[src/rtl/burst_seq_pkg.sv]
package burst_seq_pkg;
  typedef enum logic {
    ORDER_LINEAR     = 1'b0,
    ORDER_INTERLEAVE = 1'b1
  } beat_order_e;

  typedef enum logic {
    SRC_PROC = 1'b0,
    SRC_CTRL = 1'b1
  } start_src_e;
endpackage

[src/rtl/strobe_arbiter.sv]
module strobe_arbiter
  import burst_seq_pkg::*;
(
  input  logic       proc_strobe,
  input  logic       ctrl_strobe,
  input  logic       cs_block,
  output logic       start,
  output start_src_e src
);
  logic proc_ok;

  always_comb begin
    proc_ok = proc_strobe & ~cs_block;
    start   = proc_ok | ctrl_strobe;
    src     = proc_ok ? SRC_PROC : SRC_CTRL;
  end
endmodule

[src/rtl/beat_counter.sv]
module beat_counter #(
  parameter int BEAT_W = 2
) (
  input  logic              clk,
  input  logic              rst,
  input  logic              start,
  input  logic              step,
  output logic [BEAT_W-1:0] count,
  output logic [BEAT_W-1:0] count_next
);
  always_comb begin
    if (start)
      count_next = '0;
    else if (step)
      count_next = count + 1'b1;
    else
      count_next = count;
  end

  always_ff @(posedge clk) begin
    if (rst)
      count <= '0;
    else
      count <= count_next;
  end

  // a strobe puts the count back at beat 0
  p_restart_r10: assert property (@(posedge clk) disable iff (rst)
    start |=> (count == '0));

  // the count holds when there is no step and no start
  p_hold_count_r8: assert property (@(posedge clk) disable iff (rst)
    (!start && !step) |=> $stable(count));
endmodule

[src/rtl/burst_addr_seq.sv]
module burst_addr_seq
  import burst_seq_pkg::*;
#(
  parameter int ADDR_W = 18,
  parameter int BEAT_W = 2
) (
  input  logic                     clk,
  input  logic                     rst,
  input  logic                     proc_strobe,
  input  logic                     ctrl_strobe,
  input  logic                     cs_block,
  input  logic                     adv,
  input  logic                     interleave_mode,
  input  logic [ADDR_W-1:0]        addr_in,
  output logic [ADDR_W-BEAT_W-1:0] line_addr,
  output logic [BEAT_W-1:0]        beat_addr,
  output logic                     beat_valid,
  output logic                     start_src
);
  localparam int LINE_W = ADDR_W - BEAT_W;

  logic              start;
  start_src_e        src;
  logic              step;
  logic [BEAT_W-1:0] count;
  logic [BEAT_W-1:0] count_next;
  logic [BEAT_W-1:0] start_lo;
  logic [BEAT_W-1:0] next_beat;
  beat_order_e       order;

  strobe_arbiter u_arb (
    .proc_strobe (proc_strobe),
    .ctrl_strobe (ctrl_strobe),
    .cs_block    (cs_block),
    .start       (start),
    .src         (src)
  );

  assign step = adv & beat_valid;

  beat_counter #(.BEAT_W(BEAT_W)) u_cnt (
    .clk        (clk),
    .rst        (rst),
    .start      (start),
    .step       (step),
    .count      (count),
    .count_next (count_next)
  );

  always_comb begin
    order = beat_order_e'(interleave_mode);
    if (order == ORDER_INTERLEAVE)
      next_beat = start_lo ^ count_next;
    else
      next_beat = start_lo + count_next;
  end

  always_ff @(posedge clk) begin
    if (rst) begin
      line_addr  <= '0;
      beat_addr  <= '0;
      start_lo   <= '0;
      beat_valid <= 1'b0;
      start_src  <= 1'b0;
    end else if (start) begin
      line_addr  <= addr_in[ADDR_W-1:BEAT_W];
      beat_addr  <= addr_in[BEAT_W-1:0];
      start_lo   <= addr_in[BEAT_W-1:0];
      beat_valid <= 1'b1;
      start_src  <= src;
    end else if (step) begin
      beat_addr  <= next_beat;
    end
  end

  // reset clears the outputs
  p_reset_r1: assert property (@(posedge clk)
    rst |=> (!beat_valid && beat_addr == '0 && line_addr == '0 && !start_src));

  // a processor strobe that is not masked loads the address
  p_proc_load_r2: assert property (@(posedge clk) disable iff (rst)
    (proc_strobe && !cs_block) |=>
      (line_addr == $past(addr_in[ADDR_W-1:BEAT_W]) &&
       beat_addr == $past(addr_in[BEAT_W-1:0]) && beat_valid && !start_src));

  // the controller strobe loads even while cs_block is high
  p_ctrl_load_r3: assert property (@(posedge clk) disable iff (rst)
    (ctrl_strobe && !(proc_strobe && !cs_block)) |=>
      (line_addr == $past(addr_in[ADDR_W-1:BEAT_W]) && start_src));

  // a masked processor strobe changes nothing
  p_masked_r4: assert property (@(posedge clk) disable iff (rst)
    (proc_strobe && cs_block && !ctrl_strobe && !adv) |=>
      ($stable(line_addr) && $stable(beat_addr) && $stable(start_src) &&
       $stable(beat_valid)));

  // in linear order each advance moves one step up
  p_linear_step_r6: assert property (@(posedge clk) disable iff (rst)
    (adv && beat_valid && !interleave_mode && !ctrl_strobe &&
     !(proc_strobe && !cs_block)) |=>
      (beat_addr == $past(beat_addr) + 1'b1));

  // with no strobe and no advance the address holds
  p_hold_r8: assert property (@(posedge clk) disable iff (rst)
    (!adv && !ctrl_strobe && !(proc_strobe && !cs_block)) |=>
      ($stable(beat_addr) && $stable(line_addr)));

  // advancing never touches the line address
  p_line_fixed_r9: assert property (@(posedge clk) disable iff (rst)
    (!ctrl_strobe && !(proc_strobe && !cs_block)) |=> $stable(line_addr));

  // once valid, the burst stays valid until reset
  p_valid_sticky_r11: assert property (@(posedge clk) disable iff (rst)
    beat_valid |=> beat_valid);
endmodule

[config.mk]
export PLATFORM = sky130hd
export DESIGN_NAME = burst_addr_seq
export DESIGN_NICKNAME = d
export VERILOG_FILES = /design/src/rtl/burst_seq_pkg.sv /design/src/rtl/strobe_arbiter.sv /design/src/rtl/beat_counter.sv /design/src/rtl/burst_addr_seq.sv
export SDC_FILE = /design/constraint.sdc
export NUM_CORES = 1
export LEC_CHECK = 0
export BUFFER_PORTS_ARGS = -buffer_cell sky130_fd_sc_hd__buf_2
export CAP_MARGIN = 20
export CORE_MARGIN = 2
export CORE_UTILIZATION = 41
export CTS_CLUSTER_SIZE = 30
export DETAILED_ROUTE_END_ITERATION = 6
export PLACE_DENSITY = 0.74
export SLEW_MARGIN = 15
export SYNTH_ARGS = -nofsm -noshare
export SYNTH_HDL_FRONTEND = slang
export SYNTH_SLANG_ARGS = --single-unit
[constraint.sdc]
create_clock -name clk -period 1.9 [get_ports clk]
set_clock_uncertainty 0.2 [all_clocks]
set_input_delay 0.38 -clock clk [delete_from_list [all_inputs] [get_ports clk]]
set_output_delay 0.38 -clock clk [all_outputs]
set_load 0.05 [all_outputs]
[Yosys cells after proc, flatten, opt, wreduce, memory -nomap -nowiden]
Index checks and enable logic that the tools add are counted.
Cells by class
  add/subtract/negate cells: 2
  muxes and demuxes: 6
  bitwise gates (word level): 5
  reductions and logical operators: 1
Operators by type and width (number)
  2-to-1 mux 2 bit: 5
  adder 2 x 1 -> 2 bit, second input constant: 1
  adder 2 bit: 1
  bitwise AND 1 bit: 2
  nonzero test 2 bit: 1
  bitwise XOR 2 bit: 1
  2-to-1 mux 1 bit: 1
  inverter 1 bit: 1
  bitwise OR 1 bit: 1
Word-level totals
  register bits: 24
  input port bits: 25
  output and inout port bits: 20
  word-level logic and storage cells: 20

[Depth between registers and ports, before layout]
  depth in word-level cells: 8
  gate-level depth with buffers: 7
  gate-level depth less buffers: 7

[Hierarchy]
A second synthesis with hierarchy kept.
Unflattened totals
  cells, all modules: 92
  area total of the unflattened synthesis: 949.7 um^2
Modules (own cells, without submodules)
  burst_addr_seq: instances 1, cells an instance 81, area an instance 834.6 um^2, sequential area each 440.4 um^2
  beat_counter: instances 1, cells an instance 9, area an instance 92.6 um^2, sequential area each 40.0 um^2
  strobe_arbiter: instances 1, cells an instance 2, area an instance 22.5 um^2, sequential area each 0.0 um^2

[Least setup slack after synthesis]
No wires, ideal clock.
  path type: register to register
  start point: reg beat_valid
  end point: reg beat_addr[1]
  setup time: 79 ps
  arrival: 1925 ps
  data required time: 1621 ps
  setup slack: -304 ps
  cell stages (with the launch flop): 8
  path buffers: 0
  period minus slack after synthesis: 2204 ps
  path through: dfxtp_1 nand2_1 xor2_1 nor3_1 ha_1 nor2b_1 xnor3_1 o221ai_2
Between the ends
  longest elaborated chain between the ends: 7
  elaborated cells on any way between the ends: 9
  those cells by class: add/sub (1); mux (5); bitwise (2); reduce/logical (1)
Ends and longest elaborated chain
  start: declaration: RTL line burst_addr_seq.sv:17  | output logic beat_valid,
  start signal: assignment: RTL line burst_addr_seq.sv:63  | beat_valid <= 1'b0;
  start signal: assignment: RTL line burst_addr_seq.sv:69  | beat_valid <= 1'b1;
  bitwise AND 1 bit: RTL line burst_addr_seq.sv:39  | assign step = adv & beat_valid;
  2-to-1 mux 2 bit: RTL line beat_counter.sv:14  | else if (step)
  2-to-1 mux 2 bit: RTL line beat_counter.sv:12  | if (start)
  via count_next[0]: RTL line burst_addr_seq.sv:26  | logic [BEAT_W-1:0] count_next;
  adder 2 bit: RTL line burst_addr_seq.sv:55  | next_beat = start_lo + count_next;
  2-to-1 mux 2 bit: RTL line burst_addr_seq.sv:52  | if (order == ORDER_INTERLEAVE)
  2-to-1 mux 2 bit: RTL line burst_addr_seq.sv:71  | end else if (step) begin
  2-to-1 mux 2 bit: RTL line burst_addr_seq.sv:65  | end else if (start) begin
  end signal: assignment: RTL line burst_addr_seq.sv:67  | beat_addr <= addr_in[BEAT_W-1:0];
  end signal: assignment: RTL line burst_addr_seq.sv:72  | beat_addr <= next_beat;
  end: declaration: RTL line burst_addr_seq.sv:16  | output logic [BEAT_W-1:0] beat_addr,
The timed path passes the listed nets, and every way through them passes these cells. The select of a mux whose other input is x is not followed.
A chain may end at the register's enable or synchronous reset.

[Worst setup path after layout]
  start point: reg beat_valid
  end point: reg beat_addr[0]
Between the ends
  longest elaborated chain between the ends: 7
  elaborated cells on any way between the ends: 9
  those cells by class: add/sub (1); mux (5); bitwise (2); reduce/logical (1)
Ends and longest elaborated chain (RTL line)
  bitwise AND 1 bit (*): burst_addr_seq.sv:39
  2-to-1 mux 2 bit (*): beat_counter.sv:14
  2-to-1 mux 2 bit (*): beat_counter.sv:12
  via count_next[0]: burst_addr_seq.sv:26
  adder 2 bit or bitwise XOR 2 bit (tied branches): burst_addr_seq.sv:55, burst_addr_seq.sv:53
  2-to-1 mux 2 bit (*): burst_addr_seq.sv:52
  2-to-1 mux 2 bit (*): burst_addr_seq.sv:71
  2-to-1 mux 2 bit (*): burst_addr_seq.sv:65
Mark *: on every way through the listed nets, which the timed path passes. The rest lies on a longest branch. The select of a mux whose other input is x is not followed.

==> results <==
- The run finished with clean final reports.
- The launch point of the critical path is beat_valid.
- Compared with the post-synthesis result, the final layout area differs by 32.0%.
- The final worst-path setup slack is ~110 ps.
- Counting cells, the worst reg-to-reg path comes to 7.
- The initial core utilization is about 44%.
- The share of the clock period used by the worst path is 94.1%.
- In this run the deepest clock path goes through 2 buffers.
- The number of distinct library cells after synthesis is 26.
- The total congestion overflow is 0.
- The count of state elements after synthesis is 24.
- The half-perimeter wire length after detailed placement is 1.78 mm.
- The net count reported at finish is about 190.
- The floorplan has 17 rows.
- OpenSTA, run right after detailed placement, puts the worst setup slack at -71.9 ps.
- The number of maximum-capacitance violations is 0.
- The total routing usage reported by global routing is between 10% and 20%.
- The number of buffer cells added on primary ports is 44.
- The mean instance size in the synthesized netlist is between 8 and 9 um2.
- After synthesis, flip-flops and latches occupy 47.8% of the total area.
- The most critical setup path has its endpoint at beat_addr[0].
- The non-filler instance count after layout is roughly 190.
- Yosys mapped a number of flops with a built-in enable equal to 0.
- The worst flop-to-flop path startpoint is beat_valid.
- The total negative slack for setup checks is 0 ps.
- The final total power is approximately 1.1 mW.
- Data on the critical path arrives at its endpoint at 1800 ps.
- The share of final-layout standard cells stronger than drive strength 1 is around two fifths.
- The source-to-sink clock delay at the later pin of the worst-skew pair is 320 ps.
- The proportion of synthesized flip-flops having asynchronous set or reset is 0%.
- The overall die height is between 50 and 60 um.
- The net count of the mapped netlist is 141.
- The total clock sinks is 24.
- The final count of negative-setup-slack endpoints is 0.
- The reported leakage power is around 0.6 nW.
- During synthesis, Yosys emitted a total of 0 warnings.
- The number of inserted diodes is 0.
- The number of iterations in the first detailed-routing pass is 4.
- The TritonCTS clock tree is built.
- Including well taps, the total number of placed cells is 184.
- The required time of the critical path is 1910 ps.
- The largest stage delay on the critical path is around 370 ps.
- Entering global routing, the biggest net connects 26 pins.
- The worst setup path is captured at a register.
- The congestion estimate from routability-driven global placement came to 0.728.
- Setup repair after global routing left no endpoint under its margin.
- The most instantiated flip-flop cell in the synthesis netlist is dfxtp_1.
- The slowest stage of the critical path is the dfxtp_4 cell.
- The number of routed nets with antenna violations is 0.
- The critical path startpoint category is a register.
- The count of vias placed by the detailed router is 1009.
- At the pin with the least slew margin, the transition time is 314 ps.
- The kind of critical path is reg -> reg.
- The count of pins over their slew limit is 0.
- The area of the core is 2280 um2.
- The overall routed net length is 2.58 mm.
- The capturing point of the worst reg2reg path is beat_addr[0].
- The relative slew slack is 78.9%.
- TritonCTS created 3 clock buffers.
- The setup check on the worst reg-to-reg path leaves a slack of around 110 ps.
- The min-delay analysis places its worst path in the category in -> reg.
- The cell sitting at the root of the clock tree is a clkbuf_4.
- The number of H-tree branching levels is 1.
- In the synthesized netlist, the number of instances is 115.
- Traced cell by cell, the critical path runs through nand2_2, xor2_1, nor3_1, ha_1, and3_1, o211ai_1, a21oi_1.
- The initial antenna violation count was 0.
- In this run the worst path has a maximum fanout of 2.
- For this run, design rule violations remaining after detail routing come to 0.
- The post-detailed-route via-to-cell ratio is 5.34.
- The die area is 2870 um2.
- After the first detailed-routing iteration, the DRC count stood at 16.
- The die is 53.5 um wide.
- The clock edge transition at the registers on the reported setup and hold paths is 130 ps.
- The first global-routing pass estimated between 4 and 5 mm of wire.
- The number of inserted filler cells in the final layout is 227.
- In this run the cell area of the synthesized design comes to slightly above 1000 um2.
- The via count of the first global-routing pass is 992.
- Across the VDD grid, the largest voltage drop is 643 uV.
- The number of failing hold endpoints at the final stage was 0.
- For this design the top-level I/O count stands at 45.
- For this run, the top clock speed supported by timing is around 0.56 GHz.
- The post-detailed-route wirelength per cell is ~14 um.
- Dividing total power by cell area gives a power density of 843 nW/um2.
- Counting I/O delays and the setup requirement, the final critical path takes roughly 1800 ps.
## report_power, final
part	internal [mW]	total, mW	switching (mW)
clock	0.161	0.315	0.155
sequential	0.533	0.548	0.0150
combinational	0.0799	0.256	0.176
## synthesized netlist by cell type (2+ instances only)
cell / number / area [um2]
xor2_1: 3 / 26.3
o21ai_1: 3 / 15.0
nand3_1: 19 / 95.1
dfxtp_1: 24 / 480
a21oi_1: 19 / 95.1
buf_2: 4 / 20.0
nor2b_1: 2 / 12.5
o21ai_0: 15 / 75.1
clkbuf_1: 5 / 18.8
nor4_1: 2 / 12.5
nor2_1: 2 / 7.51
nor3_1: 3 / 15.0
## flip-flops by register name (all words and copies together) (netlist names)
signal	flops
line_addr	16
beat_addr	2
start_lo	2
u_cnt.count	2
beat_valid	1
start_src	1
## timing repair
| item | 4_1_cts | 5_1_grt |
|---|---|---|
| hold endpoints to repair | 0 | 0 |
| endpoints found under the setup margin | 0 | 2 |
| hold buffers | 0 | 0 |
| setup buffers | 0 | 1 |
| gates resized for setup | 0 | 1 |
## how the worst min path moves through the flow
stage	cells past startpoint	endpoint	slack, ps	startpoint
after CTS	3	line_addr[2]	100	addr_in[4]
after detailed placement	2	line_addr[0]	260	line_addr[0]
final	3	line_addr[1]	110	addr_in[3]
after global placement	2	line_addr[4]	250	line_addr[4]
after global routing	3	line_addr[14]	110	addr_in[16]
after floorplan	2	start_lo[1]	250	start_lo[1]
## area by class of cell
cell class	instances	area, um2	area share [%]
inverters	1	3.75	0.283
clock buffers	4	47.5	3.58
well taps	28	35.0	2.64
flip-flops and latches	24	484	36.5
repair buffers	53	288	21.7
multi-input cells	79	469	35.3
## critical path: cells and delay by family, from the launching register on
family,cells,cell delay [ps]
AOI/OAI and AO/OA,2,250
xor gates and xnor gates,1,150
adders and majority gates,1,270
DFF,1,370
and+or+nand+nor,3,450
## metrics by stage
stage	instance area, um2	hold WS (ps)	util (%)
floorplan	1010	248	-
global placement	1270	248	55.8
detailed placement	1270	256	55.8
CTS	1320	102	57.9
global route	1330	112	58.3
finish	1330	108	58.3
## kinds of logic after synthesis
family / Yosys count / share of synthesized area [%]
AND/OR/NAND/NOR: 34 / 18.9
adder cells (fa/ha/maj): 1 / 1.24
XOR/XNOR: 4 / 4.85
buffers and inverters: 12 / 5.85
AO/OA/AOI/OAI: 40 / 21.4
flip-flops: 24 / 47.8
## cells in the final DEF, fill, tap and decap left out
cell,n
nor2_1,2
buf_2,44
a21boi_0,1
o211ai_1,1
a21oi_1,19
dfxtp_1,23
o221ai_2,1
inv_1,1
dfxtp_4,1
xor2_1,3
buf_4,9
o21ai_0,15
or4_4,1
xnor3_1,1
nand3_1,19
nand2b_1,1
clkbuf_4,3
nand4_1,1
o21ai_1,3
ha_1,1
and3_1,1
nor3_1,3
nand2_2,1
nor4_1,2
nor2b_4,1
nor2b_1,2
clkbuf_16,1
## metal layers
metal	part of all wire (%)	GRT usage, %	up-vias
li1	-	-	505
met1	46	23.7	463
met2	46	34.2	36
met3	6.3	3.06	5
met4	1.4	7.69	0
met5	0	0	-
Power figures use the tool's default switching activity.
